--- src/rtl/vfseq_pkg.sv ---
package vfseq_pkg;

  typedef enum logic [1:0] {
    ST_IDLE = 2'd0,
    ST_VOLT = 2'd1,
    ST_FREQ = 2'd2,
    ST_DONE = 2'd3
  } seqState_t;

  // strobes from control to datapath
  typedef struct packed {
    logic loadWork;
    logic commitVolt;
    logic commitFreq;
  } seqCtl_t;

  // comparison results from datapath to control
  typedef struct packed {
    logic pendValid;
    logic pendUp;
    logic pendRatioDiff;
    logic pendVcodeDiff;
    logic workUp;
    logic workRatioDiff;
    logic workVcodeDiff;
  } seqFlags_t;

endpackage

--- src/rtl/vfseq_datapath.sv ---
module vfseq_datapath
  import vfseq_pkg::*;
#(
  parameter int RATIO_W     = 8,
  parameter int VCODE_W     = 8,
  parameter int RESET_RATIO = 16,
  parameter int RESET_VCODE = 40
) (
  input  logic               clk,
  input  logic               rstN,
  input  logic               tgtValid,
  input  logic [RATIO_W-1:0] tgtRatio,
  input  logic [VCODE_W-1:0] tgtVcode,
  input  seqCtl_t            ctl,
  output seqFlags_t          flags,
  output logic [RATIO_W-1:0] curRatio,
  output logic [VCODE_W-1:0] curVcode,
  output logic [RATIO_W-1:0] workRatio,
  output logic [VCODE_W-1:0] workVcode
);

  localparam logic [RATIO_W-1:0] RatioInit = RATIO_W'(RESET_RATIO);
  localparam logic [VCODE_W-1:0] VcodeInit = VCODE_W'(RESET_VCODE);

  logic               pendValid;
  logic [RATIO_W-1:0] pendRatio;
  logic [VCODE_W-1:0] pendVcode;
  logic               upDir;

  // pending slot: newest strobe wins, consumption only clears when no new strobe
  always_ff @(posedge clk) begin
    if (!rstN) begin
      pendValid <= 1'b0;
      pendRatio <= '0;
      pendVcode <= '0;
    end else if (tgtValid) begin
      pendValid <= 1'b1;
      pendRatio <= tgtRatio;
      pendVcode <= tgtVcode;
    end else if (ctl.loadWork) begin
      pendValid <= 1'b0;
    end
  end

  always_ff @(posedge clk) begin
    if (!rstN) begin
      workRatio <= RatioInit;
      workVcode <= VcodeInit;
      upDir     <= 1'b0;
    end else if (ctl.loadWork) begin
      workRatio <= pendRatio;
      workVcode <= pendVcode;
      upDir     <= pendRatio > curRatio;
    end
  end

  always_ff @(posedge clk) begin
    if (!rstN) begin
      curRatio <= RatioInit;
      curVcode <= VcodeInit;
    end else begin
      if (ctl.commitFreq) curRatio <= workRatio;
      if (ctl.commitVolt) curVcode <= workVcode;
    end
  end

  always_comb begin
    flags.pendValid     = pendValid;
    flags.pendUp        = pendRatio > curRatio;
    flags.pendRatioDiff = pendRatio != curRatio;
    flags.pendVcodeDiff = pendVcode != curVcode;
    flags.workUp        = upDir;
    flags.workRatioDiff = workRatio != curRatio;
    flags.workVcodeDiff = workVcode != curVcode;
  end

endmodule

--- src/rtl/vfseq_control.sv ---
module vfseq_control
  import vfseq_pkg::*;
(
  input  logic      clk,
  input  logic      rstN,
  input  seqFlags_t flags,
  input  logic      vrAck,
  input  logic      clkLockAck,
  output seqCtl_t   ctl,
  output logic      vrReq,
  output logic      clkReq,
  output logic      stall,
  output logic      busy
);

  seqState_t state, stateNext;

  always_ff @(posedge clk) begin
    if (!rstN) state <= ST_IDLE;
    else       state <= stateNext;
  end

  always_comb begin
    stateNext = state;
    unique case (state)
      ST_IDLE: begin
        if (flags.pendValid) begin
          if (flags.pendUp)
            stateNext = ST_VOLT;
          else if (flags.pendRatioDiff)
            stateNext = ST_FREQ;
          else if (flags.pendVcodeDiff)
            stateNext = ST_VOLT;
          else
            stateNext = ST_DONE;
          // rising ratio with unchanged voltage goes straight to the clock
          if (flags.pendUp && !flags.pendVcodeDiff)
            stateNext = ST_FREQ;
        end
      end
      ST_VOLT: begin
        if (vrAck)
          stateNext = (flags.workUp && flags.workRatioDiff) ? ST_FREQ : ST_DONE;
      end
      ST_FREQ: begin
        if (clkLockAck)
          stateNext = (!flags.workUp && flags.workVcodeDiff) ? ST_VOLT : ST_DONE;
      end
      default: stateNext = ST_IDLE;
    endcase
  end

  always_comb begin
    ctl.loadWork   = (state == ST_IDLE) && flags.pendValid;
    ctl.commitVolt = (state == ST_VOLT) && vrAck;
    ctl.commitFreq = (state == ST_FREQ) && clkLockAck;
  end

  assign vrReq  = state == ST_VOLT;
  assign clkReq = state == ST_FREQ;
  assign stall  = (state == ST_FREQ) && !clkLockAck;
  assign busy   = (state != ST_IDLE) || flags.pendValid;

endmodule

--- src/rtl/vfseq_top.sv ---
module vfseq_top
  import vfseq_pkg::*;
#(
  parameter int RATIO_W     = 8,
  parameter int VCODE_W     = 8,
  parameter int RESET_RATIO = 16,
  parameter int RESET_VCODE = 40
) (
  input  logic               clk,
  input  logic               rstN,
  input  logic               tgtValid,
  input  logic [RATIO_W-1:0] tgtRatio,
  input  logic [VCODE_W-1:0] tgtVcode,
  output logic               vrReq,
  output logic [VCODE_W-1:0] vrCode,
  input  logic               vrAck,
  output logic               clkReq,
  output logic [RATIO_W-1:0] clkRatio,
  input  logic               clkLockAck,
  output logic               stall,
  output logic [RATIO_W-1:0] curRatio,
  output logic [VCODE_W-1:0] curVcode,
  output logic               busy
);

  seqCtl_t   ctl;
  seqFlags_t flags;

  vfseq_datapath #(
    .RATIO_W(RATIO_W), .VCODE_W(VCODE_W),
    .RESET_RATIO(RESET_RATIO), .RESET_VCODE(RESET_VCODE)
  ) uDatapath (
    .clk(clk), .rstN(rstN), .tgtValid(tgtValid), .tgtRatio(tgtRatio),
    .tgtVcode(tgtVcode), .ctl(ctl), .flags(flags), .curRatio(curRatio),
    .curVcode(curVcode), .workRatio(clkRatio), .workVcode(vrCode)
  );

  vfseq_control uControl (
    .clk(clk), .rstN(rstN), .flags(flags), .vrAck(vrAck),
    .clkLockAck(clkLockAck), .ctl(ctl), .vrReq(vrReq), .clkReq(clkReq),
    .stall(stall), .busy(busy)
  );

endmodule

--- config.mk ---
export PLATFORM = sky130hd
export DESIGN_NAME = vfseq_top
export DESIGN_NICKNAME = d
export VERILOG_FILES = /design/src/rtl/vfseq_pkg.sv /design/src/rtl/vfseq_datapath.sv /design/src/rtl/vfseq_control.sv /design/src/rtl/vfseq_top.sv
export SDC_FILE = /design/constraint.sdc
export NUM_CORES = 1
export LEC_CHECK = 0
export BUFFER_PORTS_ARGS = -buffer_cell sky130_fd_sc_hd__buf_2
export CAP_MARGIN = 25
export CORE_MARGIN = 5
export CORE_UTILIZATION = 47
export CTS_CLUSTER_DIAMETER = 50
export CTS_CLUSTER_SIZE = 24
export DETAILED_ROUTE_END_ITERATION = 8
export HOLD_SLACK_MARGIN = 0.03
export PLACE_DENSITY = 0.71
export SYNTH_ARGS = -nofsm -noshare
export SYNTH_HDL_FRONTEND = slang
export SYNTH_SLANG_ARGS = --single-unit
--- constraint.sdc ---
create_clock -name clk -period 1.9 [get_ports clk]
set_input_delay 0.095 -clock clk [delete_from_list [all_inputs] [get_ports clk]]
set_output_delay 0.095 -clock clk [all_outputs]
set_load 0.005 [all_outputs]
**Word level (Yosys, flattened, before mapping)**

Cells that the tools add are included.

- Register bits after elaboration: 52
- Word-level logic and storage cells: 46

- Order comparisons: 1
- Equal/unequal tests: 9
- Multiplexer cells: 12
- Reductions and logical operators: 15

Operators with widths:

| kind | number |
|---|---|
| 8-bit != test | 4 |
| 2-bit two-way mux | 8 |
| 8-bit > comparator | 1 |
| 1-bit logical AND | 7 |
| 2-bit case mux with 3 select lines | 1 |
| 2-bit by 1-bit != test with 1-bit output, second input constant | 2 |
| 2-bit nonzero test | 2 |
| 1-bit zero test | 3 |
| 1-bit two-way mux | 3 |
| 3-bit AND reduction | 1 |
| 2-bit by 1-bit == test with 1-bit output, second input constant | 1 |
| 2-bit == test, second input constant | 1 |
| 2-bit zero test | 1 |
| 2-bit != test, second input constant | 1 |
| 1-bit logical OR | 1 |

**Logic depth before layout (Yosys ltp)**

- Depth after elaboration: 7
- Mapped depth: 7
- Depth with buffers taken out: 7

**Modules after synthesis**

From an unflattened synthesis, not the netlist that was laid out.

- Cells, all modules: 257
- Area total of the unflattened synthesis: 2598.7 µm²

By module, submodules not included:

| module | times used | cells an instance | area an instance (µm²) |
|---|---|---|---|
| vfseq_datapath | 1 | 228 | 2377.3 |
| vfseq_control | 1 | 29 | 221.5 |

**Worst setup path after synthesis**

Ideal clock, no wire load.

- Kind: register -> register
- From: register uDatapath.curRatio[1]
- To: register uControl.state[1]
- Library setup time: 0.061 ns
- Data arrival time: 1.512 ns
- Required time: 1.839 ns
- Setup slack: 0.327 ns
- Cell stages (with the launch flop): 8
- Path through: dfxtp_1 > inv_1 > ha_1 > nor2b_1 > o211ai_1 > a21oi_1 > o311ai_1 > and4_1

- Word-level cells in the longest chain between the ends: 6
- Elaborated cells on any way between the ends: 8
- Those cells by class: order compare (1); eq/ne (1); mux (5); reduce/logical (1)

Ends and longest elaborated chain:

| what | line | RTL |
|---|---|---|
| start: declaration | vfseq_datapath.sv:16 | `output logic [RATIO_W-1:0] curRatio,` |
| start signal: assignment | vfseq_datapath.sv:59 | `curRatio <= RatioInit;` |
| start signal: assignment | vfseq_datapath.sv:62 | `if (ctl.commitFreq) curRatio <= workRatio;` |
| branches (longest 3 deep; another with 8-bit > comparator) | n/a |  |
| 2-bit two-way mux (*) | vfseq_control.sv:37 | `if (flags.pendUp && !flags.pendVcodeDiff)` |
| 2-bit two-way mux (*) | vfseq_control.sv:27 | `if (flags.pendValid) begin` |
| 2-bit case mux with 3 select lines (*) | vfseq_control.sv:25 | `unique case (state)` |
| end signal: assignment | vfseq_control.sv:20 | `else state <= stateNext;` |
| end: declaration | vfseq_control.sv:16 | `seqState_t state, stateNext;` |

Every way passes the cells marked *. The select of a mux whose other input is x is not followed.
A chain may end at the register's enable or synchronous reset.

**Worst setup path in the final report**

Ends and elaborated chain as after synthesis.

==> impl_metrics.py <==
metrics = {
    "setup_path": {
        "critPathRequiredTime_ns": 2.16,
        "startpoint_type": "flop",
        "path_cells": "inv_1 > ha_1 > nor2b_1 > o211ai_1 > a21oi_1 > o311ai_1 > and4_1",
        "critPathMaxFanout": 4,
        "crit_slowest_cell": "dfxtp_1",
        "path_delay_family": "compound AO/OA/AOI/OAI gates",
        "cp-end-kind": "flop",
        "critPathKind": "reg -> reg",
        "slowest_delay_ns": 0.39,
        "arrival_ns": 1.93,
        "crit_buf_inv": 1,
    },
    "job": {
        "drv_cap": 0,
    },
    "placement": {
        "post_dp_cell_area_sq_um": 2830,
        "routabilityCongestion": 0.741,
        "io_buffers": 56,
        "dp.cells": 391,
        "dp_hpwl_microns": 3920,
    },
    "layout": {
        "fin_area_sq_um": 2920,
        "antenna_cells": 0,
        "final_common_cell": "buf_2",
        "fill_cells": 476,
        "drive_gt1_frac": 0.219,
        "finalNonFillerCells": 399,
        "layout_common_cells": "buf_2, dfxtp_1, nand2_1",
        "synthToLayoutAreaGrowth_pct": 16.0,
        "layout.nets": 357,
    },
    "global_route": {
        "grt_pass1_vias": 1913,
        "grt_pass1_wl_microns": 9290,
        "grt_use_total": 0.164,
        "grt-ovfl-total": 0,
        "antenna_found_initial": 0,
        "grt_start_max_net_pins": 53,
    },
    "logic_synthesis": {
        "synth_xor_area_frac": 0.0834,
        "yosys.area_share.simple": 0.216,
        "synth_cell_types": 34,
        "ys_seq_area_frac": 0.413,
        "synth_top_family_by_area": "simple AND/OR/NAND/NOR gates",
        "avgSynthCellArea_sq_um": 9.13,
        "netlist_instances": 276,
        "ys_seq_elements": 52,
        "synthesis.nets": 305,
        "synth-adder-area-share": 0.0397,
        "synth_mux_area_frac": 0.0953,
        "yosys_warnings": 0,
        "synth_compound_area_frac": 0.105,
        "synth_area_sq_um": 2520,
    },
    "pwr": {
        "power.leakage_nw": 1.35,
        "p_per_area_nw_per_um2": 768,
        "ir_drop_uv": 381,
    },
    "sta": {
        "finalHoldViolCount": 0,
        "slew_headroom": 0.490,
        "finalSetupViolCount": 0,
        "report.final.slew_viol_count": 0,
        "rsz0062_at_grt": "false",
        "max_clock_freq_mhz": 599,
        "period_minus_slack_ns": 1.67,
        "worst_pin_slew_ns": 0.765,
        "skew_ns": 0.00441,
        "timing.final.crit_share": 0.878,
        "fin_tns_setup_ns": 0,
    },
    "routing": {
        "first_iter_violations": 99,
        "num_vias": 1959,
        "routed_wl_microns": 5490,
        "drc": 0,
        "viasPerCell": 4.91,
        "avgRoutedWirePerCell_microns": 13.7,
        "firstDrtPassIters": 4,
        "final_antenna_net_count": 0,
    },
    "clock_network": {
        "cts_tree": "built",
        "clk_latency_ns": 0.31,
        "post-cts-setup-buffer-count": 0,
        "clock_sinks": 52,
        "cts_max_level": 2,
        "numCtsBuffers": 5,
        "clockBufferDepth": 2,
        "cts.clk_slew.worst_paths_ns": 0.09,
        "cts-resized-gates": 0,
        "cts_hold_buf": 0,
        "clockRootBuffer": "clkbuf_8",
    },
    "floorplanning": {
        "core_area_sq_um": 5170,
        "rows": 26,
        "fp.dieArea_sq_um": 6930,
        "ios": 57,
        "start_util": 0.487,
        "die_h_microns": 83.2,
        "dieWidth_microns": 83.2,
    },
    "run_status": {
        "outcome": "complete, no violations",
    },
    "hold_path": {
        "min_path_type": "in -> reg",
    },
}
## per-layer routing
layer  track usage  vias up  routed length [microns]
met5             0        -                        0
met4        0.0624        0                       86
met3        0.0396        6                      220
met2         0.252       33                     2530
met1         0.220      894                     2650
li1              -     1026                        -
## registers in the layout (all words and copies together) (netlist names)
signal and count:
uDatapath.pendValid 1, uDatapath.upDir 1, uDatapath.pendVcode 8, uControl.state 2, uDatapath.curVcode 8, uDatapath.pendRatio 8
uDatapath.workRatio 8, uDatapath.workVcode 8, uDatapath.curRatio 8
## power by group
part | internal (mW) | switching [mW] | leakage, nW
clock | 0.297 | 0.364 | 0.0445
combinational | 0.173 | 0.200 | 0.877
sequential | 1.14 | 0.0700 | 0.424
## worst register-to-register path: stages, from the launching register on
cell	delay [ns]
dfxtp_1	0.39
inv_1	0.06
ha_1	0.30
nor2b_1	0.13
o211ai_1	0.15
a21oi_1	0.12
o311ai_1	0.27
and4_1	0.21
## metrics by stage
step | hold WS, ns | utilization | power [mW] | setup slack (ns)
floorplan | 0.248 | - | 1.50 | 0.327
global placement | 0.350 | 0.547 | 1.61 | 0.297
detailed placement | 0.362 | 0.547 | 1.61 | 0.238
CTS | 0.0344 | 0.565 | 2.27 | 0.226
global route | 0.0440 | 0.565 | 2.36 | 0.0573
finish | 0.0394 | 0.565 | 2.25 | 0.232
## logic make-up (layout without fill, tap and decap cells)
| logic type | after synthesis | in the layout |
|---|---|---|
| xor+xnor | 24 | 24 |
| buf+inv | 24 | 77 |
| simple gates | 105 | 105 |
| flops | 52 | 52 |
| fa+ha+maj | 8 | 8 |
| compound gates | 39 | 39 |
| mux | 24 | 24 |
## cell usage after synthesis
cell type	n	share of area
nand2_4	1	0.0045
nand3_1	13	0.026
mux2i_1	24	0.095
and4_1	1	0.0035
nand3b_1	1	0.0030
nor4_1	2	0.0050
nand2b_1	1	0.0025
nor2_1	4	0.0060
nor3_4	1	0.0065
dfxtp_1	52	0.41
nand2_1	49	0.073
buf_2	2	0.0040
inv_2	1	0.0015
nor2_4	1	0.0045
o21a_1	1	0.0030
nand4_1	4	0.0099
a21boi_1	21	0.063
xor2_1	16	0.056
clkbuf_1	6	0.0089
o211ai_1	2	0.0060
xnor2_1	8	0.028
o311ai_1	1	0.0035
a21oi_1	6	0.012
o2111ai_1	1	0.0035
o21ai_1	2	0.0040
nor2b_1	24	0.060
buf_6	1	0.0045
buf_4	5	0.015
inv_1	9	0.013
nor4_2	2	0.0099
o21ai_0	4	0.0079
ha_1	8	0.040
and2b_1	1	0.0030
a31oi_1	1	0.0025
## final timing paths
check                              start                     end  slack (ns)  depth (start not counted)
setup / recovery   uDatapath.curRatio[1]       uControl.state[1]        0.23                          7
hold / removal               tgtVcode[7]  uDatapath.pendVcode[7]        0.04                          3
setup reg to reg   uDatapath.curRatio[1]       uControl.state[1]        0.23                          7
hold reg to reg   uDatapath.pendRatio[1]  uDatapath.workRatio[1]        0.48                          2
## cell type report
| class | instances | area, sq um | area share |
|---|---|---|---|
| Multi-Input combinational cell | 200 | 1360 | 0.465 |
| Sequential cell | 52 | 1040 | 0.356 |
| Timing Repair Buffer | 59 | 303 | 0.104 |
| Tap cell | 70 | 87.6 | 0.0300 |
| Clock buffer | 7 | 86.3 | 0.0295 |
| Inverter | 10 | 37.5 | 0.0128 |
| Clock inverter | 1 | 7.51 | 0.00257 |
No activity file was read; power rests on OpenSTA's default activity.
